## config.mk

```make
export PLATFORM = sky130hd
export DESIGN_NAME = keyed_wdog
export DESIGN_NICKNAME = d
export VERILOG_FILES = /design/src/rtl/wdog_pkg.sv /design/src/rtl/wdog_regs.sv /design/src/rtl/wdog_counter.sv /design/src/rtl/wdog_status.sv /design/src/rtl/keyed_wdog.sv
export SDC_FILE = /design/constraint.sdc
export NUM_CORES = 1
export LEC_CHECK = 0
export BUFFER_PORTS_ARGS = -buffer_cell sky130_fd_sc_hd__buf_4
export CORE_ASPECT_RATIO = 0.8
export CORE_UTILIZATION = 55
export CTS_CLUSTER_SIZE = 10
export DETAILED_ROUTE_END_ITERATION = 7
export GPL_TIMING_DRIVEN = 0
export PLACE_DENSITY = 0.77
export SLEW_MARGIN = 20
export SYNTH_ARGS = -nofsm -noshare
export SYNTH_HDL_FRONTEND = slang
export SYNTH_SLANG_ARGS = --single-unit
```

## constraint.sdc

```tcl
create_clock -name clk_i -period 2.32 [get_ports clk_i]
set_input_delay 0 -clock clk_i [delete_from_list [all_inputs] [get_ports clk_i]]
set_output_delay 0 -clock clk_i [all_outputs]
set_load 0.02 [all_outputs]
```

## src/rtl/wdog_pkg.sv

```systemverilog
package wdog_pkg;
  localparam int unsigned FW = 12;

  typedef enum logic [1:0] {
    A_CTRL = 2'd0,
    A_MODE = 2'd1,
    A_STAT = 2'd2
  } wd_addr_e;

  typedef struct packed {
    logic [FW-1:0] delta;
    logic          dis;
    logic [FW-1:0] reload;
  } wd_mode_t;

  typedef struct packed {
    logic hazard;
    logic werr;
    logic unf;
  } wd_stat_t;

  localparam wd_mode_t MODE_RST = '{delta: '1, dis: 1'b1, reload: '1};

  function automatic wd_mode_t unpack_mode(logic [31:0] w);
    wd_mode_t m;
    m.reload = w[FW-1:0];
    m.dis    = w[15];
    m.delta  = w[16 +: FW];
    return m;
  endfunction

  function automatic logic [31:0] pack_mode(wd_mode_t m);
    logic [31:0] w;
    w            = '0;
    w[FW-1:0]    = m.reload;
    w[15]        = m.dis;
    w[16 +: FW]  = m.delta;
    return w;
  endfunction
endpackage

```

## src/rtl/wdog_regs.sv

```systemverilog
module wdog_regs
  import wdog_pkg::*;
#(
  parameter logic [7:0] KEY      = 8'hA5,
  parameter int unsigned HZ_TICKS = 3
) (
  input  logic              clk_i,
  input  logic              rst_ni,
  input  logic              slow_en_i,
  input  logic              req_i,
  input  logic              we_i,
  input  logic [1:0]        addr_i,
  input  logic [31:0]       wdata_i,
  output wd_mode_t          mode_o,
  output logic              locked_o,
  output logic              enable_evt_o,
  output logic              restart_o,
  output logic [FW-1:0]     load_val_o,
  output logic              hazard_evt_o,
  output logic              stat_rd_o
);
  localparam int unsigned HW = $clog2(HZ_TICKS + 1);

  wd_mode_t       mode_q, mode_nx;
  logic           lock_q;
  logic [HW-1:0]  hz_q;
  logic           ctrl_wr, key_ok, lock_cmd, mode_wr, in_window;

  assign ctrl_wr   = req_i && we_i && (addr_i == A_CTRL);
  assign key_ok    = (wdata_i[31:24] == KEY);
  assign restart_o = ctrl_wr && key_ok && wdata_i[0];
  assign lock_cmd  = ctrl_wr && key_ok && wdata_i[4];
  assign mode_wr   = req_i && we_i && (addr_i == A_MODE) && !lock_q;
  assign mode_nx   = unpack_mode(wdata_i);
  assign stat_rd_o = req_i && !we_i && (addr_i == A_STAT);

  assign enable_evt_o = mode_wr && mode_q.dis && !mode_nx.dis;
  assign load_val_o   = enable_evt_o ? mode_nx.reload : mode_q.reload;
  assign in_window    = (hz_q < HW'(HZ_TICKS));
  assign hazard_evt_o = mode_wr && in_window &&
                        ((mode_nx.reload != mode_q.reload) || (mode_nx.delta != mode_q.delta));

  always_ff @(posedge clk_i or negedge rst_ni) begin
    if (!rst_ni) begin
      mode_q <= MODE_RST;
      lock_q <= 1'b0;
      hz_q   <= HW'(HZ_TICKS);
    end else begin
      if (mode_wr) mode_q <= mode_nx;
      if (lock_cmd) lock_q <= 1'b1;
      if (restart_o) hz_q <= '0;
      else if (slow_en_i && in_window) hz_q <= hz_q + 1'b1;
    end
  end

  assign mode_o   = mode_q;
  assign locked_o = lock_q;
endmodule

```

## src/rtl/wdog_counter.sv

```systemverilog
module wdog_counter
  import wdog_pkg::*;
#(
  parameter int unsigned DIV = 128
) (
  input  logic          clk_i,
  input  logic          rst_ni,
  input  logic          slow_en_i,
  input  wd_mode_t      mode_i,
  input  logic          enable_evt_i,
  input  logic          restart_i,
  input  logic [FW-1:0] load_val_i,
  output logic          unf_evt_o,
  output logic          werr_evt_o
);
  localparam int unsigned PW = (DIV > 2) ? $clog2(DIV) : 1;
  localparam logic [PW-1:0] PRE_MAX = PW'(DIV - 1);

  logic [PW-1:0] pre_q;
  logic [FW-1:0] cnt_q;
  logic          en, tick, reload_evt, last;

  assign en         = !mode_i.dis;
  assign reload_evt = enable_evt_i || restart_i;
  assign tick       = en && slow_en_i && (pre_q == PRE_MAX);
  assign last       = (cnt_q <= FW'(1));
  assign unf_evt_o  = tick && last && !reload_evt;
  assign werr_evt_o = restart_i && en && (cnt_q > mode_i.delta);

  always_ff @(posedge clk_i or negedge rst_ni) begin
    if (!rst_ni) begin
      pre_q <= '0;
      cnt_q <= MODE_RST.reload;
    end else if (reload_evt) begin
      pre_q <= '0;
      cnt_q <= load_val_i;
    end else if (en && slow_en_i) begin
      pre_q <= (pre_q == PRE_MAX) ? '0 : pre_q + 1'b1;
      if (tick) cnt_q <= last ? mode_i.reload : cnt_q - 1'b1;
    end
  end
endmodule

```

## src/rtl/wdog_status.sv

```systemverilog
module wdog_status
  import wdog_pkg::*;
(
  input  logic     clk_i,
  input  logic     rst_ni,
  input  logic     unf_evt_i,
  input  logic     werr_evt_i,
  input  logic     hazard_evt_i,
  input  logic     rd_i,
  output wd_stat_t stat_o,
  output logic     rst_req_o,
  output logic     fault_o
);
  wd_stat_t st_q;
  logic     req_q;

  always_ff @(posedge clk_i or negedge rst_ni) begin
    if (!rst_ni) begin
      st_q  <= '0;
      req_q <= 1'b0;
    end else begin
      st_q.unf    <= unf_evt_i    || (st_q.unf    && !rd_i);
      st_q.werr   <= werr_evt_i   || (st_q.werr   && !rd_i);
      st_q.hazard <= hazard_evt_i || (st_q.hazard && !rd_i);
      req_q       <= unf_evt_i;
    end
  end

  assign stat_o    = st_q;
  assign rst_req_o = req_q;
  assign fault_o   = st_q.unf || st_q.werr;
endmodule

```

## src/rtl/keyed_wdog.sv

```systemverilog
module keyed_wdog
  import wdog_pkg::*;
#(
  parameter int unsigned DIV      = 128,
  parameter logic [7:0]  KEY      = 8'hA5,
  parameter int unsigned HZ_TICKS = 3
) (
  input  logic        clk_i,
  input  logic        rst_ni,
  input  logic        slow_en_i,
  input  logic        req_i,
  input  logic        we_i,
  input  logic [1:0]  addr_i,
  input  logic [31:0] wdata_i,
  output logic [31:0] rdata_o,
  output logic        fault_o,
  output logic        rst_req_o
);
  wd_mode_t      mode;
  wd_stat_t      stat;
  logic          locked, enable_evt, restart, hazard_evt, stat_rd;
  logic          unf_evt, werr_evt;
  logic [FW-1:0] load_val;

  wdog_regs #(.KEY(KEY), .HZ_TICKS(HZ_TICKS)) u_regs (
    .clk_i, .rst_ni, .slow_en_i, .req_i, .we_i, .addr_i, .wdata_i,
    .mode_o(mode), .locked_o(locked), .enable_evt_o(enable_evt),
    .restart_o(restart), .load_val_o(load_val),
    .hazard_evt_o(hazard_evt), .stat_rd_o(stat_rd)
  );

  wdog_counter #(.DIV(DIV)) u_cnt (
    .clk_i, .rst_ni, .slow_en_i, .mode_i(mode),
    .enable_evt_i(enable_evt), .restart_i(restart), .load_val_i(load_val),
    .unf_evt_o(unf_evt), .werr_evt_o(werr_evt)
  );

  wdog_status u_stat (
    .clk_i, .rst_ni, .unf_evt_i(unf_evt), .werr_evt_i(werr_evt),
    .hazard_evt_i(hazard_evt), .rd_i(stat_rd), .stat_o(stat),
    .rst_req_o, .fault_o
  );

  always_comb begin
    rdata_o = '0;
    if (req_i && !we_i) begin
      unique case (addr_i)
        A_MODE:  rdata_o = pack_mode(mode);
        A_STAT:  rdata_o = {29'b0, stat};
        default: rdata_o = '0;
      endcase
    end
  end
endmodule

```

== Word-level counts from Yosys, hierarchy flattened ==
Index checks and enable logic that the tools add are counted.

* Register bits: 51
* Latch bits: 0
* Memory bits (writable): 0
* Bits in read-only memories: 0
* Bits of input ports: 39
* Logic and storage cells: 75
* Memories kept: 0

* Add/subtract/negate cells: 3
* Multipliers: 0
* Divide/modulo/power cells: 0
* $lt $le $gt $ge: 3
* Equality and inequality tests: 6
* Shift-type cells: 0
* Mux-type cells: 12
* Bitwise gates (word level): 0
* Reductions and logical operators: 40

{| class="wikitable"
|+ Operator list
! kind !! number
|-
| 12-bit two-way mux || 5
|-
| 28-bit case mux with 2 select lines || 1
|-
| 28-bit two-way mux || 1
|-
| 12-bit inequality test || 2
|-
| 1-bit logical AND || 23
|-
| 7-bit two-way mux || 3
|-
| 12-bit greater-than comparator || 1
|-
| 12-bit by 1-bit <= comparator with 1-bit output, second input constant || 1
|-
| 12-bit by 1-bit subtractor with 12-bit output, second input constant || 1
|-
| 8-bit == test, second input constant || 1
|-
| 7-bit by 1-bit adder with 7-bit output, second input constant || 1
|-
| 7-bit == test, second input constant || 1
|-
| 1-bit zero test || 6
|-
| 1-bit logical OR || 6
|-
| 2-bit nonzero test || 3
|-
| 2-bit two-way mux || 2
|-
| 2-bit by 1-bit adder with 2-bit output, second input constant || 1
|-
| 2-bit by 1-bit == test with 1-bit output, second input constant || 1
|-
| 2-bit == test, second input constant || 1
|-
| 2-bit zero test || 1
|-
| 2-bit < comparator, second input constant || 1
|-
| 2-bit AND reduction || 1
|}

== Longest topological paths before layout ==
Gate-level depths: netlist of the first run.

* Depth in word-level cells: 9
* Depth in mapped cells: 8
* Mapped depth without buffers: 7

== Hierarchy ==
A second synthesis of the first run with hierarchy kept.

* Cells, all modules: 368
* Area, all modules: 3698.5 µm²

{| class="wikitable"
|+ Modules (own cells, without submodules)
! module !! instances !! cells an instance !! area each (µm²) !! sequential area each (µm²)
|-
| wdog_counter || 1 || 197 || 1650.3 || 490.5
|-
| wdog_regs || 1 || 118 || 1595.3 || 734.5
|-
| keyed_wdog || 1 || 44 || 320.3 || 0.0
|-
| wdog_status || 1 || 9 || 132.6 || 100.1
|}

== Worst setup path after synthesis of the first run ==
OpenSTA, ideal clock, no wires.

* Kind: register to register
* Start point: register u_cnt.cnt_q[3]
* End point: register u_cnt.cnt_q[7]
* Library setup time: 0.088 ns
* Arrival: 2.004 ns
* Required time: 2.232 ns
* Slack: 0.229 ns
* Stages on the path, launching flop included: 7
* Cells stage by stage: dfstp_2 > or4_4 > or4_4 > buf_6 > a21oi_2 > o21ai_1 > a221oi_2

* Cells in the longest elaborated chain, start to end: 5

{| class="wikitable"
|+ RTL lines
! what !! RTL line !! RTL
|-
| start: declaration || wdog_counter.sv:20 || <nowiki>logic [FW-1:0] cnt_q;</nowiki>
|-
| start signal: assignment || wdog_counter.sv:33 || <nowiki>cnt_q <= MODE_RST.reload;</nowiki>
|-
| start signal: assignment || wdog_counter.sv:36 || <nowiki>cnt_q <= load_val_i;</nowiki>
|-
| start signal: assignment || wdog_counter.sv:39 || <nowiki>if (tick) cnt_q <= last ? mode_i.reload : cnt_q - 1'b1;</nowiki>
|-
| 12-bit by 1-bit subtractor with 12-bit output / 12-bit by 1-bit <= comparator with 1-bit output (equally long branches) || wdog_counter.sv:39, wdog_counter.sv:26 ||
|-
| 12-bit two-way mux (*) (2 in series) || wdog_counter.sv:39 ||
|-
| 12-bit two-way mux (*) || wdog_counter.sv:37 || <nowiki>end else if (en && slow_en_i) begin</nowiki>
|-
| 12-bit two-way mux (*) || wdog_counter.sv:34 || <nowiki>end else if (reload_evt) begin</nowiki>
|}

Mark *: on every way between the ends. The rest lies on a longest branch, timed or not. The select of a mux whose other input is x is not followed.
A chain may end at the register's enable or synchronous reset.

== Worst setup path in the final report of the first run ==
* Start point: register u_cnt.cnt_q[2]
* End point: register u_cnt.cnt_q[2]

The elaborated chain is that of the path after synthesis.

==> flow_metrics.tcl, run 1 <==
set metrics [dict create \
    status "finished, final reports clean" \
    max_freq_mhz 448 \
    period_share_pct 96.1 \
    synth_top_area_share_pct 29.5 \
    worst_pin_slew_ns 0.760 \
    synth_cell_types 56 \
    first_iter_violations 238 \
    yosys.area_share.simple_pct 19.9 \
    num-nets-final 516 \
    cp_max_fo 8 \
    gp_congestion 0.897 \
    critPathLaunchType "flip-flop" \
    rsz0062_at_grt "false" \
    synthArstFlopShare_pct 100 \
    grt_start_max_net_pins 52 \
    wl_per_cell_um 17.6 \
    dieArea_um2 6640 \
    area_growth_pct 29.7 \
    core-area_um2 6010 \
    start_util_pct 57.9 \
    total_power_mw 3.46 \
    finalMaxSlewViolations 0 \
    drive_above_1_share_pct 36.8 \
    antenna_cells 0 \
    clk_pin_slew_ns 0.10 \
    maxCapViolations 0 \
    portBuffers 62 \
    routed_via_density 5.90 \
    synth_xor_area_share_pct 9.07 \
    min_period_ns 2.23 \
    crit_type "reg -> reg" \
    ir_drop_mv 0.478 \
    numClockSinks 51 \
    yosysTopAreaCell "dfstp_2" \
    design_area_um2 4510 \
    instances_no_fill 540 \
    setup_viol 0 \
    synth.yosys.seq_area_share_pct 38.1 \
    leakage_nw 2.00 \
    synth-compound-area-share_pct 11.2 \
    arrival_ns 2.47 \
    ys_top_cells_by_area "dfstp_2 (29%), dfrtp_1 (8.6%), mux2_2 (8.1%), ha_1 (6.8%), xor2_1 (5.3%)" \
    crit_path_end_kind "flip-flop" \
    syn-cell-area_um2 3470 \
    syn_inst 353 \
    cts_tree "done" \
    yosysWarnings 0 \
    grt_pass1_wl_um 14800 \
    muxShareOfSynthArea_pct 9.83 \
    synth_top_family_by_area "simple AND/OR/NAND/NOR gates" \
    synth_ff_type "dfstp_2" \
    dp.cells 502 \
    clkLatencyLatePin_ns 0.31 \
    rows 25 \
    grt.total_usage_pct 29.0 \
    synth_most_common_cell "dfstp_2" \
    clk_path_buf_depth 2 \
    dp_hpwl_um 6760 \
    grt-ovfl-total 0 \
    maxSlewHeadroom_pct 49.4 \
    drt_first_pass_iters 6 \
    power_density_nw_per_um2 768 \
    die_width_um 90.9 \
    hold_viol_final 0 \
    antenna_found_initial 0 \
    synth_edf_count 0 \
    die_y_um 73.1 \
    synth.avg_cell_area_um2 9.84 \
    ios 73 \
    clockRootBuffer "clkbuf_8" \
    htree_levels 2 \
    ys_top_cells_by_count "dfstp_2 (39), mux2_2 (25), xor2_1 (21)" \
    ys_seq_elements 51 \
    grt_pass1_vias 2931 \
    hold_path.class "in -> reg" \
    vias 3187 \
    cts_buffers 5 \
    ant_nets 0 \
    wirelength_um 9530 \
    final_util_pct 75.1 \
    drc_errors 0 \
    fin_worst_skew_ns 0.0105 \
    cp.required_ns 2.56 \
    placed_area_um2 4060 \
    synth-adder-area-share_pct 6.84 \
]
[metrics by stage]
stage | hold slack, ns | TNS, ns | worst slack, ns
after global routing | 0.166 | 0 | 0.0101
final | 0.151 | 0 | 0.0897
after floorplan | -0.296 | 0 | 0.229
after detailed placement | 0.0703 | -2.71 | -0.296
after global placement | 0.0694 | -1.72 | -0.226
after CTS | 0.147 | 0 | 0.0601
[critical path, stage by stage, from the launching register on]
cell      delay [ns]
dfstp_2         0.44
or4_4           0.56
or4_4           0.53
buf_6           0.16
nand4b_1        0.09
a31oi_1         0.10
a211o_1         0.28
[power by group]
part	internal (mW)	switching [mW]	leakage (nW)	total [mW]
combinational	0.622	0.616	1.37	1.24
clock	0.322	0.311	0.0581	0.633
sequential	1.27	0.319	0.564	1.59
total	2.21	1.25	2.00	3.46
[per-layer routing]
layer | wire, µm | vias up | global-route usage (%)
met5 | 0 | - | 0
met4 | 159 | 0 | 7.41
met3 | 721 | 18 | 7.19
met2 | 4340 | 155 | 47.1
met1 | 4310 | 1540 | 39.4
li1 | - | 1474 | -
[cell type report]
class / instances / area, µm²
tap: 81 / 101
sequential: 51 / 1330
clock inverter: 3 / 43.8
timing repair buffer: 92 / 756
buffer: 18 / 111
clock buffer: 5 / 68.8
inverter: 16 / 60.1
fill: 440 / 1500
multi-input combinational: 274 / 2040
[flip-flops by register name, summed over array words and instances, names as in the netlist]
| signal | flops |
|---|---|
| u_cnt.cnt_q | 12 |
| u_cnt.pre_q | 7 |
| u_regs.hz_q | 2 |
| u_regs.locked_o | 1 |
| u_regs.mode_o | 25 |
| u_stat.rst_req_o | 1 |
| u_stat.stat_o | 3 |
[repair_timing]
action,4_1_cts,5_1_grt
hold buffers,26,0
resized for setup,3,7
endpoints found under the hold margin,44,0
setup buffers,2,2
setup endpoints to repair,15,7
[path summary, 6_finish.rpt]
kind                                             start                     endpoint  slack (ns)  cells after the start
min reg2reg                u_regs.locked_o$_DFFE_PN0P_  u_regs.locked_o$_DFFE_PN0P_        0.48                      1
max reg2reg                 u_cnt.cnt_q[2]$_DFFE_PN1P_   u_cnt.cnt_q[2]$_DFFE_PN1P_        0.09                      6
min                                          slow_en_i   u_regs.hz_q[0]$_DFFE_PN1P_        0.15                      4
max                         u_cnt.cnt_q[2]$_DFFE_PN1P_   u_cnt.cnt_q[2]$_DFFE_PN1P_        0.09                      6
max in group asynchronous                       rst_ni   u_stat.stat_o[1]$_DFF_PN0_        1.64                      2
min in group asynchronous                       rst_ni   u_cnt.pre_q[2]$_DFFE_PN0P_        0.27                      2
[cells by family (layout without fill, tap and decap cells)]
group                      Yosys count  in the layout
AOI/OAI and AO/OA                   58             58
xor gates and xnor gates            36             36
adders and majority gates           19             19
buffers and inverters               34            134
DFF                                 51             51
muxes                               31             31
other                                1              7
and+or+nand+nor                    123            123
[cells in the final DEF (no fill, tap or decap), types with 6 or more instances in the layout]
cell	n
mux2i_1	6
buf_4	73
o21ai_0	13
mux2_2	25
inv_1	16
nor3_1	18
clkbuf_1	7
ha_1	19
a21oi_1	10
and2_1	12
nand3_1	6
dfstp_2	39
nand2_1	19
nand4_1	10
dlygate4sd3_1	26
conb_1	7
a22oi_1	8
dfrtp_1	12
nor2_1	20
xnor2_1	15
xor2_1	21
Power figures use the tool's default switching activity.
==> run 2, diff against run 1 <==
- CORE_ASPECT_RATIO: 0.8 -> 1.1
==> flow_metrics.tcl, run 2 (synthesis gave the netlist of run 1 again) <==
set metrics [dict create \
    cts_tree "done" \
    numClockSinks 51 \
    wl_per_cell_um 17.1 \
    antenna_cells 0 \
    power_density_nw_per_um2 760 \
    whs_ns -0.00372 \
    min_from "wdata_i[4]" \
    clkPwrFrac_pct 19.5 \
    arrival_ns 2.47 \
    dp.cells 501 \
    final_common_cell "buf_4" \
    worst_pin_slew_ns 0.760 \
    cp_slowest_cell "or4_2" \
    die_y_um 85.4 \
    grt_pass1_vias 3033 \
    grt.total_usage_pct 29.7 \
    status "complete, but fails checks" \
    reg2reg_depth 5 \
    clockRootBuffer "clkbuf_8" \
    violations "hold timing" \
    routed_via_density 5.65 \
    cp.required_ns 2.55 \
    final_util_pct 73.2 \
    r2r-start "u_cnt.cnt_q[2]$_DFFE_PN1P_" \
    drt_first_pass_iters 4 \
    gp_congestion 0.878 \
    whs_path_depth 2 \
    final_cell_mix "buf_4 (70), dfstp_2 (39), mux2_2 (25), dlygate4sd3_1 (25), xor2_1 (21)" \
    rsz0062_at_grt "false" \
    drive_above_1_share_pct 36.3 \
    num-nets-final 512 \
    dp_hpwl_um 6720 \
    setup_viol 0 \
    power_frac_seq_pct 46.5 \
    clk_pin_slew_ns 0.09 \
    htree_levels 2 \
    core-area_um2 6120 \
    clkLatencyLatePin_ns 0.31 \
    maxCapViolations 0 \
    antenna_found_initial 0 \
    finalMaxSlewViolations 0 \
    hold_viol_final 1 \
    clk_path_buf_depth 2 \
    die_width_um 77.8 \
    first_iter_violations 206 \
    switching_share_pct 35.0 \
    start_util_pct 56.8 \
    seqCellArea_um2 1330 \
    grt_pass1_wl_um 15200 \
    period_share_pct 96.4 \
    cts_buffers 5 \
    p_switching_mw 1.19 \
    maxSlewHeadroom_pct 48.9 \
    slowest_delay_ns 0.68 \
    hold_end "u_regs.mode_o[4]$_DFFE_PN1P_" \
    ir_drop_mv 0.526 \
    ant_nets 0 \
    grt-ovfl-total 0 \
    combPwrFrac_pct 34.0 \
    min_period_ns 2.24 \
    wirelength_um 9130 \
    ios 73 \
    multiInputGateArea_um2 2040 \
    leakage_nw 1.98 \
    area_growth_pct 29.0 \
    crit_type "reg -> reg" \
    fillCellCount 472 \
    max_freq_mhz 447 \
    hold_path.class "in -> reg" \
    fin_worst_skew_ns 0.00462 \
    ff2ff_setup_slack_ns 0.08 \
    portBuffers 62 \
    largest_reg_flops 25 \
    instances_no_fill 535 \
    drc_errors 0 \
    fin_ws_ns 0.0828 \
    vias 3021 \
    critPathLaunchType "flip-flop" \
    p_int_mw 2.21 \
    grt_start_max_net_pins 52 \
    rows 30 \
    pre_cts_ws_ns -0.276 \
    crit_path_end_kind "flip-flop" \
    dieArea_um2 6640 \
    cp_max_fo 8 \
    crit_path_cell_trace "or4_4, or4_2, a21oi_2, o21ai_0, a31oi_1" \
    reg2reg_to "u_cnt.cnt_q[11]$_DFFE_PN1P_" \
]
[run 2: stage by stage]
stage / setup TNS (ns) / instance area, µm² / total power, mW
global placement: -2.11 / 4060 / 2.62
finish: 0 / 4480 / 3.40
floorplan: 0 / 3500 / 2.32
detailed placement: -2.60 / 4060 / 2.67
CTS: 0 / 4450 / 3.37
global route: 0 / 4480 / 3.64
[run 2: power by group through the flow]
stage                     logic, mW  clock network (mW)  registers, mW
after floorplan               0.826                   0           1.49
after global placement         1.04                   0           1.57
after detailed placement       1.08                   0           1.59
after CTS                      1.13               0.663           1.58
after global routing           1.31               0.703           1.62
final                          1.16               0.663           1.58
[run 2: how the worst max path moves through the flow]
stage | from | endpoint
6_report | u_cnt.cnt_q[2]$_DFFE_PN1P_ | u_cnt.cnt_q[11]$_DFFE_PN1P_
5_1_grt | u_cnt.cnt_q[2]$_DFFE_PN1P_ | u_cnt.cnt_q[11]$_DFFE_PN1P_
4_1_cts | wdata_i[26] | u_cnt.cnt_q[6]$_DFFE_PN1P_
3_5_place_dp | addr_i[1] | u_cnt.cnt_q[7]$_DFFE_PN1P_
3_3_place_gp | addr_i[1] | u_cnt.cnt_q[7]$_DFFE_PN1P_
2_1_floorplan | u_cnt.cnt_q[3]$_DFFE_PN1P_ | u_cnt.cnt_q[7]$_DFFE_PN1P_
[run 2: what timing repair did]
action | in CTS | in global routing
endpoints found under the setup margin | 14 | 13
hold endpoints to repair | 42 | 0
resized for setup | 2 | 7
hold buffers | 25 | 0
setup buffers | 1 | 0
pin swaps | 0 | 2
cloned | 0 | 0
[run 2: cell type report]
cell class | count | area share [%]
Buffer | 18 | 2.49
Clock buffer | 6 | 1.84
Clock inverter | 2 | 0.782
Inverter | 16 | 1.34
Multi-Input combinational cell | 274 | 45.6
Sequential cell | 51 | 29.6
Tap cell | 80 | 2.23
Timing Repair Buffer | 88 | 16.1
[run 2: worst max-delay path, delay by kind of cell (launching register included)]
family / cells / cell delay [ns]
simple gates: 2 / 1.25
flops: 1 / 0.43
compound gates: 3 / 0.48
[run 2: routing by layer]
metal | up-vias | global-route usage [%] | routed length (µm)
met5 | - | 0 | 0
met4 | 0 | 9.78 | 201
met3 | 14 | 4.19 | 370
met2 | 80 | 50.9 | 4540
met1 | 1463 | 38.4 | 4020
li1 | 1464 | - | -
==> run 3, diff against run 2 <==
- ABC_AREA: default -> 1
- CORE_UTILIZATION: 55 -> 56
==> flow_metrics.tcl, run 3 <==
set metrics [dict create \
    status "finished, final reports clean" \
    grt-ovfl-total 0 \
    period_share_pct 85.5 \
    vias 3905 \
    routed_via_density 5.33 \
    ys_top_cells_by_area "dfstp_2 (27%), nand2_1 (15%), dfrtp_1 (7.8%), nor2_1 (7.5%), ha_1 (6.2%)" \
    reg2reg_to "u_cnt.cnt_q[4]$_DFFE_PN1P_" \
    dieArea_um2 7240 \
    area_growth_pct 24.6 \
    drive_above_1_share_pct 23.8 \
    cp_max_fo 7 \
    crit_path_end_kind "flip-flop" \
    drt_first_pass_iters 5 \
    num-nets-final 708 \
    antenna_cells 0 \
    clk_pin_slew_ns 0.10 \
    maxSlewHeadroom_pct 55.4 \
    grt.total_usage_pct 33.1 \
    arrival_ns 2.25 \
    clockRootBuffer "clkbuf_8" \
    seqCellArea_um2 1330 \
    whs_path_depth 4 \
    synth_most_common_cell "nand2_1" \
    final_common_cell "nand2_1" \
    whs_ns 0.0473 \
    antenna_found_initial 0 \
    cts_buffers 5 \
    multiInputGateArea_um2 2200 \
    reg2reg_depth 13 \
    critPathLaunchType "flip-flop" \
    total_power_mw 1.84 \
    wirelength_um 11200 \
    rows 31 \
    fillCellCount 531 \
    synthArstFlopShare_pct 100 \
    hold_viol_final 0 \
    power_density_nw_per_um2 383 \
    yosysTopAreaCell "dfstp_2" \
    finalMaxSlewViolations 0 \
    hold_path.class "in -> reg" \
    die_width_um 81.2 \
    cp.required_ns 2.59 \
    min_period_ns 1.98 \
    portBuffers 62 \
    wl_per_cell_um 15.2 \
    pre_cts_ws_ns 0.396 \
    ios 73 \
    fin_worst_skew_ns 0.00551 \
    ff2ff_setup_slack_ns 0.34 \
    synth.avg_cell_area_um2 7.04 \
    largest_reg_flops 25 \
    ant_nets 0 \
    synth_cell_types 37 \
    setup_tns_ns 0 \
    die_y_um 89.1 \
    grt_pass1_wl_um 17700 \
    grt_pass1_vias 3726 \
    rsz0062_at_grt "false" \
    synth_edf_count 0 \
    maxCapViolations 0 \
    first_iter_violations 174 \
    numClockSinks 51 \
    max_freq_mhz 504 \
    drc_errors 0 \
    dp_hpwl_um 8190 \
    min_from "wdata_i[30]" \
    ir_drop_mv 0.346 \
    final_cell_mix "nand2_1 (157), nor2_1 (77), buf_4 (70), inv_1 (58), nand3_1 (41)" \
    start_util_pct 58.3 \
    fin_ws_ns 0.336 \
    ys_seq_elements 51 \
    worst_pin_slew_ns 0.668 \
    setup_viol 0 \
    cts_tree "done" \
    synth_top_area_share_pct 26.5 \
    synth.yosys.seq_area_share_pct 34.3 \
    yosysWarnings 0 \
    syn-cell-area_um2 3860 \
    clk_path_buf_depth 2 \
    clkLatencyLatePin_ns 0.32 \
    synth_ff_type "dfstp_2" \
    grt_start_max_net_pins 52 \
    r2r-start "u_cnt.cnt_q[1]$_DFFE_PN1P_" \
    syn_inst 549 \
    final_util_pct 72.6 \
    htree_levels 2 \
    core-area_um2 6630 \
    hold_end "u_regs.locked_o$_DFFE_PN0P_" \
    leakage_nw 2.59 \
    gp_congestion 0.876 \
    crit_type "reg -> reg" \
    ys_top_cells_by_count "nand2_1 (157), nor2_1 (77), inv_1 (58)" \
    post-cts-setup-buffers 0 \
]
## run 3: cell count changes after synthesis, sizes merged, moves of 22 or more
| cell | change |
|---|---|
| o21ai | +22 |
| nand2 | +144 |
| inv | +46 |
| nor2 | +67 |
| nand3 | +38 |
| mux2 | -25 |
## run 3: worst max-delay path by stage
stage | start | depth (start not counted) | to | slack (ns)
after CTS | u_cnt.cnt_q[0]$_DFFE_PN1P_ | 12 | u_cnt.cnt_q[7]$_DFFE_PN1P_ | 0.38
final | u_cnt.cnt_q[1]$_DFFE_PN1P_ | 13 | u_cnt.cnt_q[4]$_DFFE_PN1P_ | 0.34
after global placement | u_cnt.cnt_q[0]$_DFFE_PN1P_ | 12 | u_cnt.cnt_q[7]$_DFFE_PN1P_ | 0.42
after global routing | u_cnt.cnt_q[0]$_DFFE_PN1P_ | 13 | u_cnt.cnt_q[4]$_DFFE_PN1P_ | 0.24
after detailed placement | u_cnt.cnt_q[0]$_DFFE_PN1P_ | 12 | u_cnt.cnt_q[7]$_DFFE_PN1P_ | 0.40
after floorplan | u_cnt.cnt_q[0]$_DFFE_PN1P_ | 12 | u_cnt.cnt_q[7]$_DFFE_PN1P_ | 0.68
## run 3: layout make-up
| type | count | share of cell area, % |
|---|---|---|
| flip-flops and latches | 51 | 27.5 |
| clock buffers | 6 | 1.72 |
| repair buffers | 88 | 15.1 |
| plain buffers | 19 | 2.55 |
| clock inverters | 2 | 0.338 |
| well taps | 82 | 2.13 |
| multi-input cells | 422 | 45.6 |
| inverters | 63 | 5.02 |
## run 3: timing repair
item	CTS	global route
resized for setup	0	0
endpoints found under the hold margin	37	0
hold buffers	26	0
## run 3: layer usage
metal	part of all wire (%)	global-route usage, %
met4	3.1	13.5
met5	0	0
met1	41	38.4
met3	5.5	4.80
met2	50	60.8
## run 3: cell families after synthesis
logic type,count (synthesis),synth area share (%)
DFF,51,34.3
AOI/OAI and AO/OA,57,7.68
other,1,0.0971
buffers and inverters,82,9.42
adders and majority gates,19,6.15
xor gates and xnor gates,25,5.67
and+or+nand+nor,314,36.7
## run 3: power breakdown
part           total [mW]  switching, mW  leakage [nW]  internal, mW
logic               0.327          0.175          1.99         0.152
registers           0.942         0.0154         0.559         0.926
clock network       0.575          0.330        0.0474         0.244
## run 3: stage by stage
step | area, µm² | std cells
floorplan | 3890 | 555
global placement | 4450 | 699
detailed placement | 4450 | 699
CTS | 4810 | 733
global route | 4810 | 733
finish | 4810 | 733
## run 3: critical path, stage by stage, from the launching register on
cell     delay [ns]
dfstp_2        0.59
inv_1          0.09
ha_1           0.27
inv_2          0.09
nand2_1        0.10
nand2_1        0.07
nor2_1         0.04
nand2_1        0.23
nand2_1        0.13
nand2_1        0.10
nand2_1        0.05
nand2_1        0.06
nand2_1        0.05
nand2_1        0.07
